<file path="src/rtl/link_tx_pkg.sv">
package link_tx_pkg;

    localparam logic [1:0] CTL_IDLE  = 2'b00;
    localparam logic [1:0] CTL_HOLD  = 2'b01;
    localparam logic [1:0] CTL_XMIT  = 2'b10;
    localparam logic [1:0] CTL_GRANT = 2'b11;

    typedef enum logic [2:0] {
        PH_OFF,
        PH_LEAD,
        PH_HOLD,
        PH_XMIT,
        PH_TAIL1,
        PH_TAIL2,
        PH_TO_IDLE,
        PH_TO_LOW
    } phase_e;

endpackage

</file>
<file path="src/rtl/tx_hold_timer.sv">
module tx_hold_timer #(
    parameter int MAX_HOLD = 8
) (
    input  logic clk,
    input  logic rst_n,
    input  logic hold_next_i,
    output logic expired_o
);
    localparam int CNT_W = $clog2(MAX_HOLD + 1);
    localparam logic [CNT_W-1:0] LIMIT = CNT_W'(MAX_HOLD);

    logic [CNT_W-1:0] cnt_d, cnt_q;

    always_comb begin
        cnt_d = '0;
        if (hold_next_i) begin
            cnt_d = (cnt_q == LIMIT) ? cnt_q : cnt_q + 1'b1;
        end
    end

    always_ff @(posedge clk) begin
        if (!rst_n) cnt_q <= '0;
        else        cnt_q <= cnt_d;
    end

    assign expired_o = (cnt_q == LIMIT);
endmodule

</file>
<file path="src/rtl/tx_line_encoder.sv">
module tx_line_encoder
    import link_tx_pkg::*;
#(
    parameter int DATA_W = 8,
    parameter int SPD_W  = 2
) (
    input  phase_e            phase_i,
    input  logic [DATA_W-1:0] byte_i,
    input  logic              chain_i,
    input  logic [SPD_W-1:0]  speed_i,
    output logic [1:0]        ctl_o,
    output logic [DATA_W-1:0] d_o,
    output logic              en_o
);
    localparam int PAD_W = DATA_W - SPD_W;

    always_comb begin
        ctl_o = CTL_IDLE;
        d_o   = '0;
        en_o  = 1'b1;
        unique case (phase_i)
            PH_OFF:   en_o = 1'b0;
            PH_HOLD:  ctl_o = CTL_HOLD;
            PH_XMIT: begin
                ctl_o = CTL_XMIT;
                d_o   = byte_i;
            end
            PH_TAIL1: begin
                if (chain_i) begin
                    ctl_o = CTL_HOLD;
                    d_o   = {{PAD_W{1'b0}}, speed_i};
                end
            end
            default: ;
        endcase
    end
endmodule

</file>
<file path="src/rtl/link_tx_sequencer.sv">
module link_tx_sequencer
    import link_tx_pkg::*;
#(
    parameter int DATA_W   = 8,
    parameter int SPD_W    = 2,
    parameter int MAX_HOLD = 8
) (
    input  logic              clk,
    input  logic              rst_n,
    input  logic [1:0]        phy_ctl_i,
    input  logic              tx_valid_i,
    input  logic [DATA_W-1:0] tx_data_i,
    input  logic              tx_last_i,
    output logic              tx_ready_o,
    input  logic              chain_req_i,
    input  logic [SPD_W-1:0]  chain_speed_i,
    output logic [1:0]        ctl_o,
    output logic [DATA_W-1:0] d_o,
    output logic              drive_en_o,
    output logic              hold_timeout_o
);
    typedef struct packed {
        phase_e            phase;
        logic              last;
        logic              chain;
        logic [SPD_W-1:0]  speed;
        logic [DATA_W-1:0] data;
    } seq_t;

    typedef struct packed {
        logic              en;
        logic [1:0]        ctl;
        logic [DATA_W-1:0] d;
        logic              to;
    } line_t;

    seq_t  st_d, st_q;
    line_t line_d, line_q;

    logic              take;
    logic              expired;
    logic [1:0]        enc_ctl;
    logic [DATA_W-1:0] enc_d;
    logic              enc_en;

    tx_hold_timer #(.MAX_HOLD(MAX_HOLD)) u_timer (
        .clk         (clk),
        .rst_n       (rst_n),
        .hold_next_i (st_d.phase == PH_HOLD),
        .expired_o   (expired)
    );

    tx_line_encoder #(.DATA_W(DATA_W), .SPD_W(SPD_W)) u_enc (
        .phase_i (st_d.phase),
        .byte_i  (st_d.data),
        .chain_i (st_d.chain),
        .speed_i (st_d.speed),
        .ctl_o   (enc_ctl),
        .d_o     (enc_d),
        .en_o    (enc_en)
    );

    always_comb begin
        tx_ready_o = (st_q.phase == PH_LEAD) || (st_q.phase == PH_HOLD) ||
                     ((st_q.phase == PH_XMIT) && !st_q.last);
        take = tx_valid_i && tx_ready_o;
        st_d = st_q;

        unique case (st_q.phase)
            PH_OFF: begin
                if (phy_ctl_i == CTL_GRANT) st_d.phase = PH_LEAD;
            end
            PH_LEAD: begin
                st_d.phase = take ? PH_XMIT : PH_HOLD;
            end
            PH_HOLD: begin
                if (take)         st_d.phase = PH_XMIT;
                else if (expired) st_d.phase = PH_TO_IDLE;
            end
            PH_XMIT: begin
                if (!take) begin
                    st_d.phase = PH_TAIL1;
                    if (!st_q.last) st_d.chain = 1'b0;
                end
            end
            PH_TAIL1:   st_d.phase = PH_TAIL2;
            PH_TAIL2:   st_d.phase = PH_OFF;
            PH_TO_IDLE: st_d.phase = PH_TO_LOW;
            PH_TO_LOW:  st_d.phase = PH_OFF;
            default:    st_d.phase = PH_OFF;
        endcase

        if (take) begin
            st_d.data = tx_data_i;
            st_d.last = tx_last_i;
            if (tx_last_i) begin
                st_d.chain = chain_req_i;
                st_d.speed = chain_speed_i;
            end
        end
        if (st_d.phase == PH_OFF) begin
            st_d.last = 1'b0;
        end

        line_d.en  = enc_en;
        line_d.ctl = enc_ctl;
        line_d.d   = enc_d;
        line_d.to  = (st_d.phase == PH_TO_IDLE);
    end

    always_ff @(posedge clk) begin
        if (!rst_n) begin
            st_q       <= '0;
            st_q.phase <= PH_OFF;
            line_q     <= '0;
        end else begin
            st_q   <= st_d;
            line_q <= line_d;
        end
    end

    assign ctl_o          = line_q.ctl;
    assign d_o            = line_q.d;
    assign drive_en_o     = line_q.en;
    assign hold_timeout_o = line_q.to;
endmodule

</file>
<file path="config.mk">
export PLATFORM = sky130hd
export DESIGN_NAME = link_tx_sequencer
export DESIGN_NICKNAME = d
export VERILOG_FILES = /design/src/rtl/link_tx_pkg.sv /design/src/rtl/tx_hold_timer.sv /design/src/rtl/tx_line_encoder.sv /design/src/rtl/link_tx_sequencer.sv
export SDC_FILE = /design/constraint.sdc
export NUM_CORES = 1
export LEC_CHECK = 0
export ABC_AREA = 0
export CAP_MARGIN = 10
export CELL_PAD_IN_SITES_DETAIL_PLACEMENT = 1
export CELL_PAD_IN_SITES_GLOBAL_PLACEMENT = 1
export CORE_ASPECT_RATIO = 1.5
export CORE_UTILIZATION = 29
export CTS_BUF_LIST = sky130_fd_sc_hd__clkbuf_4
export DETAILED_ROUTE_END_ITERATION = 7
export PLACE_DENSITY = 0.79
export SLEW_MARGIN = 30
export SYNTH_ARGS = -nofsm -noshare
export SYNTH_HDL_FRONTEND = slang
export SYNTH_SLANG_ARGS = --single-unit
</file>
<file path="constraint.sdc">
create_clock -name clk -period 2.28 [get_ports clk]
set_clock_uncertainty 0.2 [all_clocks]
set_input_delay 0.456 -clock clk [delete_from_list [all_inputs] [get_ports clk]]
set_output_delay 0.456 -clock clk [all_outputs]
set_load 0.02 [all_outputs]
</file>
# After elaboration in Yosys (flattened, before gate mapping)
# Index checks and enable logic that the tools add are counted.
totals:
  regBits: 31
  in_bits: 17
op_classes:
  add_sub_neg: 1
  n_eq_ne: 13
  n_mux: 16
  n_bitwise: 1
  n_reduce_logical: 10
op_table:
  columns: ["op", "count"]
  rows:
  - ["$pmux W3 S7", 1]
  - ["$eq A3 B3 Y1 const B", 6]
  - ["$pmux W8 S2", 1]
  - ["$mux W3", 5]
  - ["$eq A3 B2 Y1 const B", 4]
  - ["$mux W11", 1]
  - ["$logic_not A3 Y1", 2]
  - ["$mux W1", 6]
  - ["$pmux W2 S3", 1]
  - ["$add A4 B1 Y4 const B", 1]
  - ["$eq A4 B4 Y1 const B", 1]
  - ["$reduce_or A2 Y1", 2]
  - ["$eq A3 B1 Y1 const B", 1]
  - ["$eq A2 B2 Y1 const B", 1]
  - ["$logic_and A1 B1 Y1", 2]
  - ["$logic_or A1 B1 Y1", 2]
  - ["$mux W2", 1]
  - ["$reduce_and A2 Y1", 1]
  - ["$logic_not A1 Y1", 1]
  - ["$not A1 Y1", 1]

# Depth between registers and ports, before layout
logic_depth:
  ltp_word: 10
  depth_mapped: 6

# Cells and area by module
# Synthesis repeated with hierarchy kept, for this count alone.
unflattened:
  hier_cells: 166
  hier_area_um2: 1540.2
by_module_without_submodules:
  columns: ["module", "instances", "cells_per_inst", "area_per_inst_um2"]
  rows:
  - ["link_tx_sequencer", 1, 128, 1208.7]
  - ["tx_hold_timer", 1, 23, 219.0]
  - ["tx_line_encoder", 1, 15, 112.6]

# Worst setup path before layout
# OpenSTA, ideal clock, no wires.
synth_timing:
  path_kind: "register -> output"
  from: "register st_q[13] (netlist name)"
  to: "output port tx_ready_o"
  arrival_ps: 1111
  setup_slack_ps: 513
  path_stages_with_launch: 4
  cell_sequence: "dfxtp_1 > buf_4 > and3_4 > nor3_1"
synth_between:
  elab_chain_cells: 3
  word_cells_on_any_way: 6
  cone_classes: "eq/ne (3); reduce/logical (3)"
synth_lines:
  columns: ["item", "line_no", "rtl"]
  rows:
  - ["start, declared", "link_tx_sequencer.sv:37", "seq_t st_d, st_q;"]
  - ["start signal, assigned", "link_tx_sequencer.sv:117", "st_q <= st_d;"]
  - ["$eq A3 B1 Y1 (tied with other cells)", "link_tx_sequencer.sv:64", "tx_ready_o = (st_q.phase == PH_LEAD) || (st_q.phase == PH_HOLD) ||"]
  - ["$logic_or A1 B1 Y1 or $logic_and A1 B1 Y1 (tied branches)", "link_tx_sequencer.sv:64, link_tx_sequencer.sv:65", null]
  - ["$logic_or A1 B1 Y1 *", "link_tx_sequencer.sv:64", null]
  - ["end, declared", "link_tx_sequencer.sv:14", "output logic tx_ready_o,"]
# Every way passes the cells marked *; elsewhere a longest branch is shown, timed or not.

# Worst setup path in the final report
layout_timing:
  from: "register st_q[11] (netlist name)"
  to: "output port tx_ready_o"
layout_between:
  elab_chain_cells: 3
layout_lines:
  columns: ["item", "line_no", "rtl"]
  rows:
  - ["$logic_not A1 Y1", null, null]
  - ["$logic_and A1 B1 Y1", "link_tx_sequencer.sv:65", "((st_q.phase == PH_XMIT) && !st_q.last);"]
  - ["$logic_or A1 B1 Y1", "link_tx_sequencer.sv:64", null]
# No other way between the ends.

==> results by group <==
Run status
  – Status: complete, no violations

STA
  – Worst-Margin Slew: 0.492 ns
  – Final number of setup-violating endpoints: 0
  – Final Critical Period: 2.11 ns
  – Max-slew headroom: 67.2%
  – Final hold viol count: 0
  – RSZ-0062 raised after global routing: no
  – Fin Hold WS: 0.269 ns
  – Maximum clock frequency: 0.475 GHz
  – Slew Viols, Final: 0
  – Period utilization: 92.4%
  – Setup tns final: 0 ns
  – Final WS setup: 0.173 ns

Die
  – Die ar.: 4000 um^2
  – Io pins: 30
  – Row count: 26
  – Die height: 77.0 um
  – Starting Density: 31.2%
  – Core Area: 3480 um^2
  – Die Width: 52.0 um

Final layout
  – ANT cells: 0
  – Nets: 164
  – Fill cells: 414
  – Register area: 460 um^2
  – Design area: 1430 um^2
  – Area grow syn2layout: 31.6%
  – Fin util: 41.0%
  – Multi-input gate area: 558 um^2
  – Fraction of layout cells with a size suffix above 1: 16.7%
  – Fin cells: 186

Critical path
  – Top delay family on crit path: flip-flops
  – Setup crit end: tx_ready_o
  – Critical path startpoint: st_q[11]
  – Worst path cell trace: and3_4 -> nor3_1 -> dlygate4sd2_1
  – R2r setup slk: 0.41 ns
  – CP Max Fanout: 6
  – RR Startpoint: u_timer.cnt_q[0]
  – Crit path DAT: 1.45 ns
  – Worst Reg2Reg Path Length in Cells: 6
  – Crit path depth: 3
  – Critical path required time: 1.62 ns
  – Critical path launch point type: flop
  – Terminus of the critical flop-to-flop path: u_timer.cnt_q[2]
  – CP max stage cell: dfxtp_1
  – CP endpoint kind: output port
  – CP max stage delay: 0.40 ns
  – WS Path Type: reg -> out
  – WP buf/inv: 1

Logic synthesis
  – Post-synth EDFFs: 0
  – Seq/Total Area, Yosys: 42.4%
  – Synth area leader: dfxtp_1
  – Synth Register Bits: 23
  – Top-count cell post-synth: dfxtp_1
  – Instance count of the mapped netlist: 114
  – Synth area leaders: dfxtp_1 42%, nand2_1 6.2%, nor3_1 5.5%, a21oi_1 3.7%, buf_6 3.1%
  – Mapped cell area: 1090 um^2
  – Syn nets: 133
  – Ys Warns: 0
  – Main synth FF type: dfxtp_1
  – Synth Area per Inst: 9.53 um^2
  – Unique masters post-synth: 41
  – Top cell types by occurrence after synthesis: 23 x dfxtp_1, 18 x nand2_1, 12 x nor3_1
  – Asr flop ratio synth: 0%
  – Share of the synthesized area in the top cell type: 42.4%

Clock network
  – Inserted Clock Buffers: 3
  – CTS tree: built
  – Htree depth: 1
  – Clk sink count: 23
  – Post-CTS Hold Fix Bufs: 0
  – Clk root buf: clkbuf_4
  – Worst-Skew Late Latency: 0.31 ns
  – Clk slew on worst S/H paths: 0.12 ns
  – Bufs on Longest Clock Path: 2

Place
  – Dpl hpwl: 2030 um
  – GPL Wtd Cong: 0.762
  – Dpl cell area: 1400 um^2
  – Placed cells: 182
  – Port Buffer Count: 29
  – Place WS: 0.126 ns

Pwr
  – Pwr/cell area: 541 nW/um^2
  – Worst vdd ir: 0.000265 V
  – Pleak: 0.491 nW
  – Total power: 0.774 mW

Routing
  – Detail Route Antenna Nets: 0
  – Drt first pass iters: 4
  – Vias per Instance: 4.85
  – DR iter-0 viols: 11
  – WL final: 2500 um
  – DRC viols: 0
  – Via count: 902
  – Routed wire length per instance: 13.4 um

GRT
  – Global-route met3 utilization: 2.58%
  – M1 GR Usage: 15.4%
  – First-pass GRT wire length: 4280 um
  – Gr busiest metal: met2
  – Grt total ovfl: 0
  – Tot GR Track Use: 14.1%
  – Vias in the first global route: 990
  – Largest net degree at the start of global routing: 16
  – Met2 GRT Util: 25.0%
  – Initial antenna violation count: 0

Run
  – # Max-Cap Violations: 0

Hold path
  – HP Class: reg -> reg
==> placed cells by master (no fill, tap or decap), types with 2 or more instances in the layout <==
cell / count
dfxtp_1: 23
inv_1: 5
nand2b_1: 2
ha_1: 2
buf_4: 3
nor2_1: 3
xnor2_1: 2
nand3_1: 4
a21oi_1: 8
clkdlybuf4s50_1: 28
clkbuf_4: 3
nand2_1: 18
nor3_1: 12
or2_4: 2
==> how the worst min path moves through the flow <==
stage                        from  depth (start not counted)  slack (ns)      end
final                     st_q[8]                          2        0.27   d_o[0]
after global routing      st_q[8]                          2        0.30  st_q[8]
after CTS                 st_q[8]                          2        0.27   d_o[0]
after detailed placement  st_q[8]                          2        0.25   d_o[0]
after global placement    st_q[9]                          2        0.24  st_q[9]
after floorplan           st_q[8]                          2        0.23   d_o[0]
==> cells by family after synthesis <==
| logic type | Yosys count | synth area share (%) |
|---|---|---|
| XOR/XNOR | 3 | 2.42 |
| multiplexers | 1 | 0.922 |
| adder cells (fa/ha/maj) | 2 | 2.30 |
| flip-flops | 23 | 42.4 |
| buffers and inverters | 11 | 6.22 |
| AND/OR/NAND/NOR | 58 | 35.1 |
| AO/OA/AOI/OAI | 16 | 10.6 |
==> area by class of cell <==
| type | instances | area share [%] |
|---|---|---|
| Multi-Input combinational cell | 80 | 39.1 |
| Inverter | 5 | 1.31 |
| Clock inverter | 1 | 0.350 |
| Clock buffer | 3 | 1.58 |
| Timing Repair Buffer | 32 | 21.8 |
| Sequential cell | 23 | 32.2 |
| Tap cell | 42 | 3.68 |
==> where the power goes <==
group	internal [mW]	switching [mW]	total [mW]
logic	0.0780	0.0852	0.163
registers	0.414	0.00886	0.423
clock network	0.0657	0.121	0.187
==> worst reg2reg max path, cell delays in order, from the launching register on <==
cell and delay [ns]:
dfxtp_1 0.37, inv_1 0.08, ha_1 0.21, and3b_1 0.22, nor3_1 0.27, o211ai_2 0.17
nor3_1 0.26
==> registers in the layout, summed over array words and instances, names as in the netlist <==
register / count
d_o: 8
hold_timeout_o: 1
st_q: 7
ctl_o: 2
u_timer.cnt_q: 4
drive_en_o: 1
==> metal layers <==
metal / vias up / wire [um] / part of all wire (%)
li1: 453 / - / -
met1: 415 / 984 / 39
met2: 26 / 1330 / 53
met3: 8 / 113 / 4.5
met4: 0 / 74 / 3.0
met5: - / 0 / 0
==> timing repair <==
item,in CTS,in global routing
setup endpoints to repair,1,0
buffers inserted,0,0
gates resized for setup,1,0
endpoints found under the hold margin,0,0
(Power assumes the default switching activity.)
